[src/rtl/txring_pkg.sv]
package txring_pkg;
   localparam int REG_AW = 5;
   localparam logic [REG_AW-1:0] OFS_BASE = 5'h00;
   localparam logic [REG_AW-1:0] OFS_CNT  = 5'h04;
   localparam logic [REG_AW-1:0] OFS_PROD = 5'h08;
   localparam logic [REG_AW-1:0] OFS_CONS = 5'h0C;
   localparam logic [REG_AW-1:0] OFS_CFG  = 5'h10;
   localparam logic [REG_AW-1:0] OFS_IRST = 5'h14;

   localparam int CFG_EN_BIT   = 0;
   localparam int CFG_BUSY_BIT = 1;
   localparam int CFG_WB_BIT   = 6;

   localparam int D_DONE_BIT = 31;
   localparam int D_LS_BIT   = 30;
   localparam int D_LEN_LSB  = 16;
   localparam int D_PORT_LSB = 24;
   localparam int DESC_SHIFT = 4;

   typedef enum logic [2:0] {
      ST_IDLE, ST_DRD, ST_DWAIT, ST_BRD, ST_BWAIT, ST_EMIT, ST_WB, ST_ADV
   } st_e;
endpackage

[src/rtl/txring_regs.sv]
module txring_regs
   import txring_pkg::*;
#(
   parameter int AW    = 32,
   parameter int IDX_W = 8
) (
   input  logic                 clk,
   input  logic                 rst_n,
   input  logic                 wr,
   input  logic [REG_AW-1:0]    addr,
   input  logic [31:0]          wdata,
   output logic [31:0]          rdata,
   input  logic                 busy,
   input  logic                 adv,
   output logic [AW-1:0]        base,
   output logic [IDX_W-1:0]     prod_idx,
   output logic [IDX_W-1:0]     cons_idx,
   output logic                 en,
   output logic                 wb_en
);
   localparam int CNT_W = IDX_W + 1;

   logic [CNT_W-1:0] count;
   logic [CNT_W-1:0] inc;
   logic [IDX_W-1:0] nxt;
   logic             unused_wdata;

   assign unused_wdata = ^wdata;
   assign inc = {1'b0, cons_idx} + CNT_W'(1);
   assign nxt = (inc >= count) ? '0 : inc[IDX_W-1:0];

   always_ff @(posedge clk or negedge rst_n) begin
      if (!rst_n) begin
         base     <= '0;
         count    <= '0;
         prod_idx <= '0;
         en       <= 1'b0;
         wb_en    <= 1'b0;
      end else if (wr) begin
         case (addr)
            OFS_BASE: base     <= wdata[AW-1:0];
            OFS_CNT:  count    <= wdata[CNT_W-1:0];
            OFS_PROD: prod_idx <= wdata[IDX_W-1:0];
            OFS_CFG: begin
               en    <= wdata[CFG_EN_BIT];
               wb_en <= wdata[CFG_WB_BIT];
            end
            default: ;
         endcase
      end
   end

   always_ff @(posedge clk or negedge rst_n) begin
      if (!rst_n)
         cons_idx <= '0;
      else if (wr && addr == OFS_IRST && wdata[0])
         cons_idx <= '0;
      else if (adv)
         cons_idx <= nxt;
   end

   always_comb begin
      rdata = '0;
      case (addr)
         OFS_BASE: rdata[AW-1:0]    = base;
         OFS_CNT:  rdata[CNT_W-1:0] = count;
         OFS_PROD: rdata[IDX_W-1:0] = prod_idx;
         OFS_CONS: rdata[IDX_W-1:0] = cons_idx;
         OFS_CFG: begin
            rdata[CFG_EN_BIT]   = en;
            rdata[CFG_BUSY_BIT] = busy;
            rdata[CFG_WB_BIT]   = wb_en;
         end
         default: rdata = '0;
      endcase
   end
endmodule

[src/rtl/txring_lane.sv]
module txring_lane #(
   parameter bit BIG_LANES = 1'b0
) (
   input  logic [31:0] word,
   input  logic [1:0]  sel,
   output logic [7:0]  byte_o
);
   generate
      if (BIG_LANES) begin : g_big
         assign byte_o = word[{~sel, 3'b000} +: 8];
      end else begin : g_little
         assign byte_o = word[{sel, 3'b000} +: 8];
      end
   endgenerate
endmodule

[src/rtl/txring_ctrl.sv]
module txring_ctrl
   import txring_pkg::*;
#(
   parameter int AW     = 32,
   parameter int IDX_W  = 8,
   parameter int LEN_W  = 14,
   parameter int PORT_W = 3
) (
   input  logic              clk,
   input  logic              rst_n,
   input  logic              en,
   input  logic              wb_en,
   input  logic [AW-1:0]     base,
   input  logic [IDX_W-1:0]  prod_idx,
   input  logic [IDX_W-1:0]  cons_idx,
   output logic              mem_req,
   output logic              mem_we,
   output logic [AW-1:0]     mem_addr,
   output logic [31:0]       mem_wdata,
   input  logic              mem_gnt,
   input  logic              mem_rvalid,
   input  logic [31:0]       mem_rdata,
   output logic              tx_valid,
   input  logic              tx_ready,
   output logic              tx_last,
   output logic [PORT_W-1:0] tx_port,
   output logic [31:0]       word_q,
   output logic [1:0]        lane_sel,
   output logic              busy,
   output logic              adv
);
   st_e               st;
   logic [1:0]        dsel;
   logic [AW-1:0]     desc_a;
   logic [AW-1:0]     buf_a;
   logic [31:0]       w1_q;
   logic [LEN_W-1:0]  rem;
   logic              ls_q;
   logic [PORT_W-1:0] port_q;
   logic [AW-1:0]     idx_ofs;
   logic [AW-1:0]     d_ofs;
   st_e               fin_st;

   assign idx_ofs = AW'({cons_idx, {DESC_SHIFT{1'b0}}});
   assign d_ofs   = (dsel == 2'd2) ? AW'(12) : AW'({dsel, 2'b00});
   assign fin_st  = wb_en ? ST_WB : ST_ADV;

   always_ff @(posedge clk or negedge rst_n) begin
      if (!rst_n) begin
         st     <= ST_IDLE;
         dsel   <= '0;
         desc_a <= '0;
         buf_a  <= '0;
         w1_q   <= '0;
         rem    <= '0;
         ls_q   <= 1'b0;
         port_q <= '0;
         word_q <= '0;
      end else begin
         case (st)
            ST_IDLE: if (en && (prod_idx != cons_idx)) begin
               st     <= ST_DRD;
               dsel   <= '0;
               desc_a <= base + idx_ofs;
            end
            ST_DRD: if (mem_gnt) st <= ST_DWAIT;
            ST_DWAIT: if (mem_rvalid) begin
               case (dsel)
                  2'd0: buf_a <= mem_rdata[AW-1:0];
                  2'd1: begin
                     w1_q <= mem_rdata;
                     rem  <= mem_rdata[D_LEN_LSB +: LEN_W];
                     ls_q <= mem_rdata[D_LS_BIT];
                  end
                  default: port_q <= mem_rdata[D_PORT_LSB +: PORT_W];
               endcase
               if (dsel == 2'd2)
                  st <= (rem == '0) ? fin_st : ST_BRD;
               else begin
                  dsel <= dsel + 2'd1;
                  st   <= ST_DRD;
               end
            end
            ST_BRD: if (mem_gnt) st <= ST_BWAIT;
            ST_BWAIT: if (mem_rvalid) begin
               word_q <= mem_rdata;
               st     <= ST_EMIT;
            end
            ST_EMIT: if (tx_ready) begin
               buf_a <= buf_a + AW'(1);
               rem   <= rem - LEN_W'(1);
               if (rem == LEN_W'(1))
                  st <= fin_st;
               else if (buf_a[1:0] == 2'b11)
                  st <= ST_BRD;
            end
            ST_WB: if (mem_gnt) st <= ST_ADV;
            ST_ADV: st <= ST_IDLE;
            default: st <= ST_IDLE;
         endcase
      end
   end

   always_comb begin
      case (st)
         ST_BRD:  mem_addr = {buf_a[AW-1:2], 2'b00};
         ST_WB:   mem_addr = desc_a + AW'(4);
         default: mem_addr = desc_a + d_ofs;
      endcase
   end

   assign mem_req   = (st == ST_DRD) || (st == ST_BRD) || (st == ST_WB);
   assign mem_we    = (st == ST_WB);
   assign mem_wdata = w1_q | (32'h1 << D_DONE_BIT);
   assign tx_valid  = (st == ST_EMIT);
   assign tx_last   = (st == ST_EMIT) && (rem == LEN_W'(1)) && ls_q;
   assign tx_port   = port_q;
   assign lane_sel  = buf_a[1:0];
   assign busy      = (st != ST_IDLE);
   assign adv       = (st == ST_ADV);
endmodule

[src/rtl/txring_dma.sv]
module txring_dma
   import txring_pkg::*;
#(
   parameter int AW        = 32,
   parameter int IDX_W     = 8,
   parameter int LEN_W     = 14,
   parameter int PORT_W    = 3,
   parameter bit BIG_LANES = 1'b0
) (
   input  logic              clk,
   input  logic              rst_n,
   input  logic              reg_wr,
   input  logic [4:0]        reg_addr,
   input  logic [31:0]       reg_wdata,
   output logic [31:0]       reg_rdata,
   output logic              mem_req,
   output logic              mem_we,
   output logic [AW-1:0]     mem_addr,
   output logic [31:0]       mem_wdata,
   input  logic              mem_gnt,
   input  logic              mem_rvalid,
   input  logic [31:0]       mem_rdata,
   output logic              tx_valid,
   input  logic              tx_ready,
   output logic [7:0]        tx_data,
   output logic              tx_last,
   output logic [PORT_W-1:0] tx_port
);
   generate
      if (AW < IDX_W + DESC_SHIFT || AW > 32) begin : g_bad_aw
         $error("txring_dma: AW must cover the ring and fit 32 bits");
      end
      if (IDX_W < 1 || IDX_W > 16) begin : g_bad_idx
         $error("txring_dma: IDX_W out of range");
      end
      if (LEN_W < 1 || LEN_W > 14) begin : g_bad_len
         $error("txring_dma: LEN_W must fit the 14-bit length field");
      end
      if (PORT_W < 1 || PORT_W > 3) begin : g_bad_port
         $error("txring_dma: PORT_W must fit the 3-bit port field");
      end
   endgenerate

   logic [AW-1:0]    base_w;
   logic [IDX_W-1:0] prod_w;
   logic [IDX_W-1:0] cons_w;
   logic             en_w;
   logic             wb_en_w;
   logic             busy_w;
   logic             adv_w;
   logic [31:0]      word_w;
   logic [1:0]       sel_w;

   txring_regs #(.AW(AW), .IDX_W(IDX_W)) u_regs (
      .clk(clk), .rst_n(rst_n), .wr(reg_wr), .addr(reg_addr),
      .wdata(reg_wdata), .rdata(reg_rdata), .busy(busy_w), .adv(adv_w),
      .base(base_w), .prod_idx(prod_w), .cons_idx(cons_w),
      .en(en_w), .wb_en(wb_en_w)
   );

   txring_ctrl #(.AW(AW), .IDX_W(IDX_W), .LEN_W(LEN_W), .PORT_W(PORT_W)) u_ctrl (
      .clk(clk), .rst_n(rst_n), .en(en_w), .wb_en(wb_en_w), .base(base_w),
      .prod_idx(prod_w), .cons_idx(cons_w),
      .mem_req(mem_req), .mem_we(mem_we), .mem_addr(mem_addr),
      .mem_wdata(mem_wdata), .mem_gnt(mem_gnt), .mem_rvalid(mem_rvalid),
      .mem_rdata(mem_rdata), .tx_valid(tx_valid), .tx_ready(tx_ready),
      .tx_last(tx_last), .tx_port(tx_port), .word_q(word_w),
      .lane_sel(sel_w), .busy(busy_w), .adv(adv_w)
   );

   txring_lane #(.BIG_LANES(BIG_LANES)) u_lane (
      .word(word_w), .sel(sel_w), .byte_o(tx_data)
   );
endmodule

[config.mk]
export PLATFORM = sky130hd
export DESIGN_NAME = txring_dma
export DESIGN_NICKNAME = d
export VERILOG_FILES = /design/src/rtl/txring_pkg.sv /design/src/rtl/txring_regs.sv /design/src/rtl/txring_lane.sv /design/src/rtl/txring_ctrl.sv /design/src/rtl/txring_dma.sv
export SDC_FILE = /design/constraint.sdc
export NUM_CORES = 1
export LEC_CHECK = 0
export CORE_UTILIZATION = 35
export DETAILED_ROUTE_END_ITERATION = 7
export DONT_BUFFER_PORTS = 1
export PLACE_DENSITY = 0.46
export SYNTH_ARGS = -nofsm -noshare
export SYNTH_HDL_FRONTEND = slang
export SYNTH_HIERARCHICAL = 1
export SYNTH_SLANG_ARGS = --single-unit
[constraint.sdc]
create_clock -name clk -period 4.1 [get_ports clk]
set_input_delay 0.205 -clock clk [delete_from_list [all_inputs] [get_ports clk]]
set_output_delay 0.205 -clock clk [all_outputs]
set_load 0.005 [all_outputs]
==> flow_summary_export.csv <==
group,metric,value,unit
global_route,grt_pass1_wl,56.3,mm
synth,synthTopCellsByArea,"dfrtp_1, mux2_2, a21oi_1, nand2_1, ha_1",
synth,async_reset_ff_frac,1.00,
pwr,combinationalPowerShare,0.316,
route,vias,9274,
sta,slew_viol_final,0,
global_route,grt_usage,0.203,
sta,finalHoldViolCount,208,
worst_hold_path,hp-class,"in2async",
clocking,clk_pin_slew,0.06,ns
clocking,post_cts_resized,0,
worst_setup_path,end_kind,"primary output",
clocking,insertion_delay,0.54,ns
floorplanning,start_util,0.357,
synth,synth_top_area_frac,0.434,
synth,avgSynthCellArea,10.1,µm²
worst_setup_path,r2r_cells,13,
synth,synthesis.nets,1292,
sta,tightest_slew,0.826,ns
worst_setup_path,worstSetupStartpointType,"flop",
sta,worst_clock_skew,0.0179,ns
global_route,grt_overflow,0,
pwr,p_leak,5.84,nW
run_status,status,"complete, but fails checks",
sta,rsz0062_at_grt,"no",
route,drtIter0Drc,622,
synth,ys_ff_latch,208,
synth,yosysTopAreaCell,"dfrtp_1",
sta,setup_violations,0,
floorplanning,fp.coreArea,33600,µm²
worst_setup_path,worst_ep_required_time,3.89,ns
worst_setup_path,cp_max_fo,16,
pwr,swShare,0.373,
worst_setup_path,r2r_end,"u_regs/cons_idx[5]$_DFFE_PN0P_",
pwr,pwr-share-clk,0.261,
synth,synth_cells,1187,
floorplanning,die_h,187,µm
place,port_buffers,0,
route,avgViaCountPerCell,5.46,
synth,synth-main-ff-cell,"dfrtp_1",
synth,yosysUniqueCellTypes,83,
place,dp_slack,0.826,ns
global_route,grt_pass1_vias,9351,
floorplanning,die_area,35000,µm²
pwr,power.switching,3.38,mW
global_route,antenna_found_initial,2,
synth,synthesis.yosys.warnings,6,
synth,synth.most_common_cell,"dfrtp_1",
final_layout,fillers,3288,
synth,seq_area_frac_synth,0.434,
route,wl,35.6,mm
floorplanning,rows,67,
pwr,seqPwrFrac,0.423,
route,drcViolationCount,0,
pwr,powerDensity,652,nW/µm²
pwr,internal_power,5.68,mW
sta,timing.fmax,0.272,GHz
run_status,violations,"hold timing",
synth,syn-cell-area,12000,µm²
synth,synth_edf_count,0,
sta,tns,0,ns
place,dpl.hpwl,25.0,mm
route,drtAntennaViolNets,0,
final_layout,final_layout_size_suffix_gt1_frac,0.169,
worst_setup_path,timing.rr.start,"u_regs/cons_idx[1]$_DFFE_PN0P_",
clocking,clock_sinks,208,
worst_setup_path,cp.arrival,3.47,ns
final_layout,syn2layout_area_growth,15.8,%
sta,setup_ws,0.423,ns
worst_setup_path,critPathLaunch,"u_ctrl/st[2]$_DFFE_PN0P_",
clocking,cts_max_path_buffers,3,
final_layout,num-nets-final,1336,
sta,hold-worst-slack,-0.640,ns
sta,min_period,3.68,ns
clocking,holdBufCountCts,66,
worst_setup_path,regToRegSetupSlack,0.81,ns
clocking,cts_made_buffers,26,
pwr,ir_worst_vdd,0.000315,V
route,firstDrtPassIters,4,
floorplanning,io_pins,186,
clocking,postCtsSetupBuffers,0,
flow_run,max-cap-violations,0,
final_layout,seq_area,5200,µm²
synth,yosys-top-cells-count,"dfrtp_1, mux2_2, nand2_1, a21oi_1, nor2_1",
global_route,grt_max_degree,209,
route,wl_per_cell,21.0,µm
floorplanning,chipWidth,187,µm
clocking,clock-root-buffer,"clkbuf_16",
place,routabilityCongestion,0.847,
clocking,htree_num_levels,1,
worst_setup_path,endpoint,"mem_addr[30]",
sta,slew_headroom,0.447,
final_layout,multiInputGateArea,6370,µm²
worst_setup_path,critical_path_class,"reg2out",
sta,fin_crit_sh,0.897,
clocking,cts_tree,"done",
through the flow:
stage | instances | util | power [mW] | instance area [µm²]
2_1_floorplan | 1187 | - | 5.78 | 12000
3_3_place_gp | 1585 | 0.368 | 6.62 | 12400
3_5_place_dp | 1585 | 0.368 | 6.67 | 12400
4_1_cts | 1697 | 0.413 | 9.16 | 13900
5_1_grt | 1699 | 0.413 | 9.68 | 13900
6_report | 1699 | 0.413 | 9.06 | 13900
critical path: stages, from the launching register on:
cell and delay, ns:
dfrtp_1 0.59, nor2b_1 0.24, nand2_1 0.13, nand2_1 0.11
ha_1 0.16, inv_1 0.05, fa_1 0.45, and2b_1 0.33
nand4_4 0.20, nor4_1 0.36, xnor2_1 0.11, a21oi_1 0.19
cell type report:
type	count	share of cell area
diodes	2	0.000360
clock buffers	35	0.0529
clock inverters	11	0.0103
inverters	31	0.00837
multi-input cells	886	0.458
flip-flops and latches	208	0.375
well taps	448	0.0403
repair buffers	78	0.0549
state kept, by name, summed over array words and instances (netlist names):
name / flops
u_ctrl/buf_a: 32
u_ctrl/desc_a: 32
u_ctrl/dsel: 2
u_ctrl/rem: 14
u_ctrl/st: 3
u_ctrl/tx_port: 3
u_ctrl/w1_q: 31
u_ctrl/word_q: 32
u_regs/base: 32
u_regs/cons_idx: 8
u_regs/count: 9
u_regs/en: 1
u_regs/prod_idx: 8
u_regs/wb_en: 1
worst min path at each step:
stage	from	endpoint	slack (ns)	cells past startpoint
final	rst_n	u_ctrl/w1_q[24]$_DFFE_PN0P_	-0.64	0
after global routing	rst_n	u_ctrl/w1_q[24]$_DFFE_PN0P_	-0.67	0
after CTS	rst_n	u_ctrl/w1_q[25]$_DFFE_PN0P_	-0.67	0
after detailed placement	rst_n	u_ctrl/w1_q[25]$_DFFE_PN0P_	-0.08	0
after global placement	rst_n	u_ctrl/w1_q[24]$_DFFE_PN0P_	-0.08	0
after floorplan	rst_n	u_ctrl/buf_a[0]$_DFFE_PN0P_	-0.09	0
power by group through the flow:
stage	clock network (mW)	registers, mW	logic [mW]
floorplan	0	3.46	2.32
global placement	0	3.85	2.77
detailed placement	0	3.87	2.81
CTS	2.43	3.83	2.90
global route	2.51	3.98	3.19
finish	2.36	3.83	2.86
cell families (layout without fill, tap and decap cells):
logic type	Yosys count	count (layout)	synth area share
simple gates	384	384	0.170
compound gates	272	272	0.145
flops	208	208	0.434
mux	137	137	0.136
buf+inv	93	155	0.0367
xor+xnor	62	62	0.0452
fa+ha+maj	30	30	0.0325
other cells	1	3	0.000312
routing by layer:
metal / vias up / wire [µm] / GRT usage
li1: 4432 / - / -
met1: 4549 / 16500 / 0.276
met2: 251 / 16500 / 0.331
met3: 42 / 1890 / 0.0407
met4: 0 / 706 / 0.0457
met5: - / 0 / 0
layout by cell type (no fill, tap or decap), types with 31 or more instances in the layout:
| cell | n |
|---|---|
| dfrtp_1 | 208 |
| mux2_2 | 125 |
| nand2_1 | 99 |
| a21oi_1 | 83 |
| nor2_1 | 78 |
| o21ai_0 | 68 |
| dlygate4sd3_1 | 66 |
| and2_1 | 37 |
| xor2_1 | 36 |
| nand3_1 | 31 |
Note: power is estimated with default switching activity, not from simulation.
